File: config.mk
export PLATFORM = sky130hd
export DESIGN_NAME = wdt_timer
export DESIGN_NICKNAME = d
export VERILOG_FILES = /design/src/rtl/wdt_pkg.sv /design/src/rtl/wdt_regs.sv /design/src/rtl/wdt_core.sv /design/src/rtl/wdt_timer.sv
export SDC_FILE = /design/constraint.sdc
export NUM_CORES = 1
export LEC_CHECK = 0
export ABC_AREA = 1
export BUFFER_PORTS_ARGS = -buffer_cell sky130_fd_sc_hd__buf_2
export CORE_ASPECT_RATIO = 0.7
export CORE_MARGIN = 2
export CORE_UTILIZATION = 50
export DETAILED_ROUTE_END_ITERATION = 10
export PLACE_DENSITY = 0.78
export RECOVER_POWER = 100
export SLEW_MARGIN = 10
export SYNTH_ARGS = -nofsm -noshare
export SYNTH_HDL_FRONTEND = slang
export SYNTH_SLANG_ARGS = --single-unit
File: constraint.sdc
create_clock -name clk -period 2.85 [get_ports clk]
set_input_delay 0.285 -clock clk [delete_from_list [all_inputs] [get_ports clk]]
set_output_delay 0.285 -clock clk [all_outputs]
set_load 0.1 [all_outputs]
File: src/rtl/wdt_pkg.sv
package wdt_pkg;

    typedef enum logic [1:0] {
        ST_HALTED,
        ST_COUNTING,
        ST_EXPIRED,
        ST_REBOOT
    } wdt_state_e;

    // Word indices (bus_addr[4:1])
    localparam logic [3:0] W_RELOAD = 4'h0;
    localparam logic [3:0] W_STS1   = 4'h2;
    localparam logic [3:0] W_STS2   = 4'h3;
    localparam logic [3:0] W_CTRL   = 4'h4;
    localparam logic [3:0] W_GUARD  = 4'h5;
    localparam logic [3:0] W_INIT   = 4'h9;

    localparam int FREEZE_BIT = 11;
    localparam int GUARD_BIT  = 0;
    localparam int EXP1_BIT   = 3;
    localparam int EXP2_BIT   = 1;
    localparam int MIN_COUNT  = 4;

    function automatic logic [15:0] lane_merge(input logic [15:0] old_v,
                                               input logic [15:0] new_v,
                                               input logic [1:0]  be);
        logic [15:0] r;
        r[7:0]  = be[0] ? new_v[7:0]  : old_v[7:0];
        r[15:8] = be[1] ? new_v[15:8] : old_v[15:8];
        return r;
    endfunction

endpackage

File: src/rtl/wdt_regs.sv
module wdt_regs
    import wdt_pkg::*;
#(
    parameter int GEN          = 2,
    parameter int TW           = 10,
    parameter int INIT_DEFAULT = 50
) (
    input  logic          clk,
    input  logic          rst_n,
    input  logic          bus_wr,
    input  logic [4:0]    bus_addr,
    input  logic [1:0]    bus_be,
    input  logic [15:0]   bus_wdata,
    input  logic [TW-1:0] count,
    input  logic          sts1,
    input  logic          sts2,
    output logic [15:0]   bus_rdata,
    output logic          halt,
    output logic          noreboot,
    output logic [TW-1:0] init_val,
    output logic          reload_pulse,
    output logic          clr1,
    output logic          clr2
);

    logic [3:0]  widx;
    logic [15:0] init_raw;
    logic [15:0] cand;
    logic        init_wr;
    logic        unused_addr0;

    assign widx         = bus_addr[4:1];
    assign unused_addr0 = bus_addr[0];
    assign init_val     = init_raw[TW-1:0];

    generate
        if (GEN == 1) begin : g_narrow
            assign init_wr      = bus_wr && (widx == W_RELOAD) && bus_be[1];
            assign reload_pulse = bus_wr && (widx == W_RELOAD) && bus_be[0];
            assign cand         = {8'h00, bus_wdata[15:8]};
        end else begin : g_wide
            assign init_wr      = bus_wr && (widx == W_INIT);
            assign reload_pulse = bus_wr && (widx == W_RELOAD) && (|bus_be);
            assign cand         = lane_merge(init_raw, bus_wdata, bus_be);
        end
    endgenerate

    assign clr1 = bus_wr && (widx == W_STS1) && bus_be[0] && bus_wdata[EXP1_BIT];
    assign clr2 = bus_wr && (widx == W_STS2) && bus_be[0] && bus_wdata[EXP2_BIT];

    always_ff @(posedge clk) begin
        if (!rst_n) begin
            init_raw <= 16'(INIT_DEFAULT);
            halt     <= 1'b1;
            noreboot <= 1'b1;
        end else begin
            if (init_wr) begin
                init_raw[15:TW] <= cand[15:TW];
                if (cand[TW-1:0] >= TW'(MIN_COUNT))
                    init_raw[TW-1:0] <= cand[TW-1:0];
            end
            if (bus_wr && (widx == W_CTRL) && bus_be[1])
                halt <= bus_wdata[FREEZE_BIT];
            if (bus_wr && (widx == W_GUARD) && bus_be[0])
                noreboot <= bus_wdata[GUARD_BIT];
        end
    end

    logic [15:0] rd_reload;
    logic [15:0] rd_init;

    generate
        if (GEN == 1) begin : g_rd_narrow
            assign rd_reload = {init_raw[7:0], 8'(count)};
            assign rd_init   = 16'h0000;
        end else begin : g_rd_wide
            assign rd_reload = 16'(count);
            assign rd_init   = init_raw;
        end
    endgenerate

    always_comb begin
        bus_rdata = 16'h0000;
        unique case (widx)
            W_RELOAD: bus_rdata = rd_reload;
            W_STS1:   bus_rdata[EXP1_BIT]   = sts1;
            W_STS2:   bus_rdata[EXP2_BIT]   = sts2;
            W_CTRL:   bus_rdata[FREEZE_BIT] = halt;
            W_GUARD:  bus_rdata[GUARD_BIT]  = noreboot;
            W_INIT:   bus_rdata = rd_init;
            default:  bus_rdata = 16'h0000;
        endcase
    end

endmodule

File: src/rtl/wdt_core.sv
module wdt_core
    import wdt_pkg::*;
#(
    parameter int TW           = 10,
    parameter int TICK_DIV     = 2,
    parameter int INIT_DEFAULT = 50
) (
    input  logic          clk,
    input  logic          rst_n,
    input  logic          tick,
    input  logic          halt,
    input  logic          noreboot,
    input  logic [TW-1:0] init_val,
    input  logic          reload_pulse,
    input  logic          clr1,
    input  logic          clr2,
    output logic [TW-1:0] count,
    output logic          sts1,
    output logic          sts2,
    output logic          reset_req
);

    localparam int PW = (TICK_DIV > 1) ? $clog2(TICK_DIV) : 1;

    wdt_state_e state_q, state_d;
    logic       running;
    logic       step;
    logic       wrap;
    logic [PW-1:0] presc_q;

    assign running = (state_q == ST_COUNTING) && !halt;

    generate
        if (TICK_DIV > 1) begin : g_div
            assign wrap = (presc_q == PW'(TICK_DIV - 1));
        end else begin : g_nodiv
            assign wrap = 1'b1;
        end
    endgenerate

    assign step = running && tick && wrap;

    // State register
    always_ff @(posedge clk) begin
        if (!rst_n) state_q <= ST_HALTED;
        else        state_q <= state_d;
    end

    // Next state
    always_comb begin
        state_d = state_q;
        unique case (state_q)
            ST_HALTED:   if (!halt) state_d = ST_COUNTING;
            ST_COUNTING: begin
                if (halt)                           state_d = ST_HALTED;
                else if (step && (count == '0))     state_d = ST_EXPIRED;
            end
            ST_EXPIRED: begin
                if (sts1 && !noreboot) state_d = ST_REBOOT;
                else if (halt)         state_d = ST_HALTED;
                else                   state_d = ST_COUNTING;
            end
            ST_REBOOT:   state_d = halt ? ST_HALTED : ST_COUNTING;
            default:     state_d = ST_HALTED;
        endcase
    end

    // Outputs
    always_comb begin
        reset_req = (state_q == ST_REBOOT);
    end

    // Counter, prescaler and status
    always_ff @(posedge clk) begin
        if (!rst_n) begin
            count   <= TW'(INIT_DEFAULT);
            presc_q <= '0;
            sts1    <= 1'b0;
            sts2    <= 1'b0;
        end else begin
            if (reload_pulse || (state_q == ST_EXPIRED)) begin
                count   <= init_val;
                presc_q <= '0;
            end else begin
                if (running && tick)
                    presc_q <= wrap ? '0 : presc_q + 1'b1;
                if (step && (count != '0))
                    count <= count - 1'b1;
            end

            if (state_q == ST_EXPIRED)
                sts1 <= 1'b1;
            else if (clr1)
                sts1 <= 1'b0;

            if ((state_q == ST_EXPIRED) && sts1)
                sts2 <= 1'b1;
            else if (clr2)
                sts2 <= 1'b0;
        end
    end

endmodule

File: src/rtl/wdt_timer.sv
module wdt_timer #(
    parameter int GEN          = 2,
    parameter int TICK_DIV     = 2,
    parameter int INIT_DEFAULT = 50
) (
    input  logic        clk,
    input  logic        rst_n,
    input  logic        tick,
    input  logic        bus_wr,
    input  logic [4:0]  bus_addr,
    input  logic [1:0]  bus_be,
    input  logic [15:0] bus_wdata,
    output logic [15:0] bus_rdata,
    output logic        reset_req
);

    localparam int TW = (GEN == 1) ? 6 : 10;

    logic [TW-1:0] count;
    logic [TW-1:0] init_val;
    logic          sts1, sts2, halt, noreboot;
    logic          reload_pulse, clr1, clr2;

    wdt_regs #(.GEN(GEN), .TW(TW), .INIT_DEFAULT(INIT_DEFAULT)) u_regs (
        .clk(clk), .rst_n(rst_n), .bus_wr(bus_wr), .bus_addr(bus_addr),
        .bus_be(bus_be), .bus_wdata(bus_wdata), .count(count),
        .sts1(sts1), .sts2(sts2), .bus_rdata(bus_rdata), .halt(halt),
        .noreboot(noreboot), .init_val(init_val),
        .reload_pulse(reload_pulse), .clr1(clr1), .clr2(clr2)
    );

    wdt_core #(.TW(TW), .TICK_DIV(TICK_DIV), .INIT_DEFAULT(INIT_DEFAULT)) u_core (
        .clk(clk), .rst_n(rst_n), .tick(tick), .halt(halt),
        .noreboot(noreboot), .init_val(init_val),
        .reload_pulse(reload_pulse), .clr1(clr1), .clr2(clr2),
        .count(count), .sts1(sts1), .sts2(sts2), .reset_req(reset_req)
    );

endmodule

==> reports/metrics.cfg <==
[run_status]
outcome=finished, final reports clean

[sta]
number_of_max_slew_violations_in_the_final_report=0
finalHoldViolations=0
finalCritPeriodShare=0.840
slew_worst_pin_ps=1160
post_layout_worst_setup_margin_ps=456
setup_viol=0
rsz0062_at_grt=false
finalClockSkew_ps=10.8
period_minus_slack_ps=2390
slew_headroom=0.228
max_clock_freq_ghz=0.418

[die]
dieHeight_um=58.4
initial_util=0.529
placement_rows=19
die_width_um=81.7
ioPinCount=44
fp.coreArea_um2=3990
fp.dieArea_um2=4770

[global_route]
largest_net_degree_at_the_start_of_global_routing=19
via_count_of_the_first_global_routing_pass=1906
gr-total-overflow=0
grt_antenna_before_repair=0
track_usage=0.242
grt_first_pass_wirelength_mm=8.74

[synthesis]
synth_sequential_area_ratio=0.313
netlist_area_um2=2110
ys.flop_type=dfxtp_1
leading_area_contributor_after_synthesis=dfxtp_1
mappedNetlistNets=353
cells_after_synth=325
synth-edff-count=0
async_reset_ff_frac=0
yosys_register_bits=33
syn_area_per_cell_um2=6.50
synth_cell_types=34
synth_commonest_cells=nand2_1, inv_1, nor2_1, dfxtp_1
synth-warning-count=0
post-synth-top-area-fraction=0.313
synthMostInstantiatedCell=nand2_1
synth_top_cells_by_area=dfxtp_1, nand2_1, inv_1

[routing]
routedWlPerCell_um=12.5
detailed_routing_wirelength_on_met1_mm=2.57
routed.top_layer=met4
drt_iter0_markers=145
drt_drc_violations_left=0
route.detailed.vias_per_inst=5.32
route.vias.total=2219
met3_length_um=407
wl_met2_mm=2.22
postRouteAntennaNets=0
drt_wl_total_mm=5.23
dr.pass1.iters=5

[setup_path]
worstPathCellList=buf_2, inv_1, nand4_1, inv_1, nand2_1, o211ai_1, clkbuf_1
critical-path-max-stage-delay_ps=890
critPathArrivalTime_ps=2110
worst_setup_path_start_kind=input port
crit_type=input port to output pin
worst-path-max-fanout=6
critPathRequiredTime_ps=2570
critPathBufInv=4
crit_top_cell=inv_1
reg2reg_slack_ps=570
critical_path.top_delay_family=buffers and inverters
crit_slowest_cell=clkbuf_1
critical_path.endpoint_type=output pin

[layout]
final_cell_area_um2=2320
finalCoreUtilization=0.582
num_antenna_cells=0
area_growth_pct=10.0
final-instance-count-excl-fill=417
drive_above_1_share=0.123
finalNetCount=392

[cts]
cts-root-to-sink-buffers=2
clock_tree.root_cell=clkbuf_8
clk_pin_slew_ps=70
postCtsHoldBufs=0
tritoncts=done
clock-sinks=33
h_tree_depth=2
postCtsResizedCells=0
post-cts-setup-buffers=0
cts_made_buffers=5
clkLatencyLatePin_ps=300

[worst_hold_path]
min-delay-path-class=input port to flop

[flow_run]
cap_violations=0

[power_and_ir_drop]
fraction_of_power_consumed_by_combinational_cells=0.125
leakage_uw=0.00102
swShare=0.291
peakVddDrop_uv=254
cellInternalPower_uw=669
power.net_switching_uw=275
power_per_cell_area_nw_per_um2=406
seq_power_share=0.499
share_clk_of_total_power=0.376

[place]
port-buffer-count=42
placed_cells_incl_taps=409
globalplace.congestion=0.908
place_hpwl_mm=3.82
post_dp_cell_area_um2=2300
pre_cts_slack_ps=817

==> worst register-to-register path, stage by stage, from the launching register on <==
cell and delay, ps:
dfxtp_1 320, inv_1 160, ha_1 320, nand2_1 130, nor2_1 240, nand2_1 180
nand2_1 300, nand2_1 260, o21ai_0 220, nor2_1 50
==> cell type report <==
cell class | count | area, µm²
Clock inverter | 2 | 10.0
Multi-Input combinational cell | 233 | 1150
Sequential cell | 33 | 661
Inverter | 48 | 180
Clock buffer | 6 | 72.6
Tap cell | 52 | 65.1
Timing Repair Buffer | 43 | 189
Fill cell | 418 | 1670
==> cell families (layout without fill, tap and decap cells) <==
family | Yosys count | after routing | share of synthesized area
simple gates | 163 | 163 | 0.350
compound gates | 66 | 66 | 0.188
buf+inv | 59 | 99 | 0.131
flops | 33 | 33 | 0.313
xor+xnor | 3 | 3 | 0.0124
fa+ha+maj | 1 | 1 | 0.00592
==> sequential cells by signal, summed over array words and instances (netlist names) <==
register,cells
u_core.sts1,1
u_regs.noreboot,1
u_core.count,10
u_core.state_q,2
u_core.sts2,1
u_regs.init_raw,16
u_core.presc_q,1
u_regs.halt,1
==> placed cells by master, fill, tap and decap left out <==
| cell type | count |
|---|---|
| xor2_1 | 3 |
| inv_1 | 48 |
| nor3_1 | 2 |
| nand2_2 | 2 |
| clkbuf_2 | 1 |
| o21ai_4 | 1 |
| nor2_1 | 37 |
| nor2_4 | 3 |
| clkinv_2 | 2 |
| nand3_1 | 28 |
| o221ai_1 | 2 |
| nor2_2 | 3 |
| nand2_1 | 78 |
| clkbuf_1 | 22 |
| nor2b_1 | 1 |
| nand4_1 | 4 |
| o21ai_1 | 1 |
| nand3b_1 | 1 |
| ha_1 | 1 |
| nor4_1 | 1 |
| or2_1 | 1 |
| nand3_2 | 1 |
| buf_2 | 21 |
| clkbuf_8 | 5 |
| o22ai_1 | 4 |
| o21ai_0 | 19 |
| a211oi_1 | 1 |
| o211ai_1 | 5 |
| nand2_4 | 1 |
| a21oi_1 | 28 |
| o21ai_2 | 5 |
| dfxtp_1 | 33 |
==> worst paths after layout <==
kind,from,endpoint,depth (start not counted)
setup / recovery,bus_addr[3],bus_rdata[1],7
setup reg to reg,u_core.count[0],u_core.count[0],9
hold / removal,bus_wdata[11],u_regs.halt,3
hold reg to reg,u_regs.init_raw[14],u_regs.init_raw[14],2
==> through the flow <==
stage	setup TNS [ps]	hold slack (ps)	total power (µW)
floorplan	-1310	411	571
global placement	0	438	599
detailed placement	0	442	601
CTS	0	215	955
global route	0	237	987
finish	0	225	944
==> power by group through the flow <==
stage          sequential [µW]  clock, µW  combinational, µW
6_report                   471        355                118
5_1_grt                    471        384                131
4_1_cts                    471        363                120
3_5_place_dp               481          0                120
3_3_place_gp               481          0                118
2_1_floorplan              480          0               91.1
==> per-layer routing <==
metal | global-route usage | vias up
li1 | - | 1129
met1 | 0.348 | 999
met2 | 0.364 | 88
met3 | 0.0644 | 3
met4 | 0.0548 | 0
met5 | 0 | -
(Power assumes the default switching activity.)
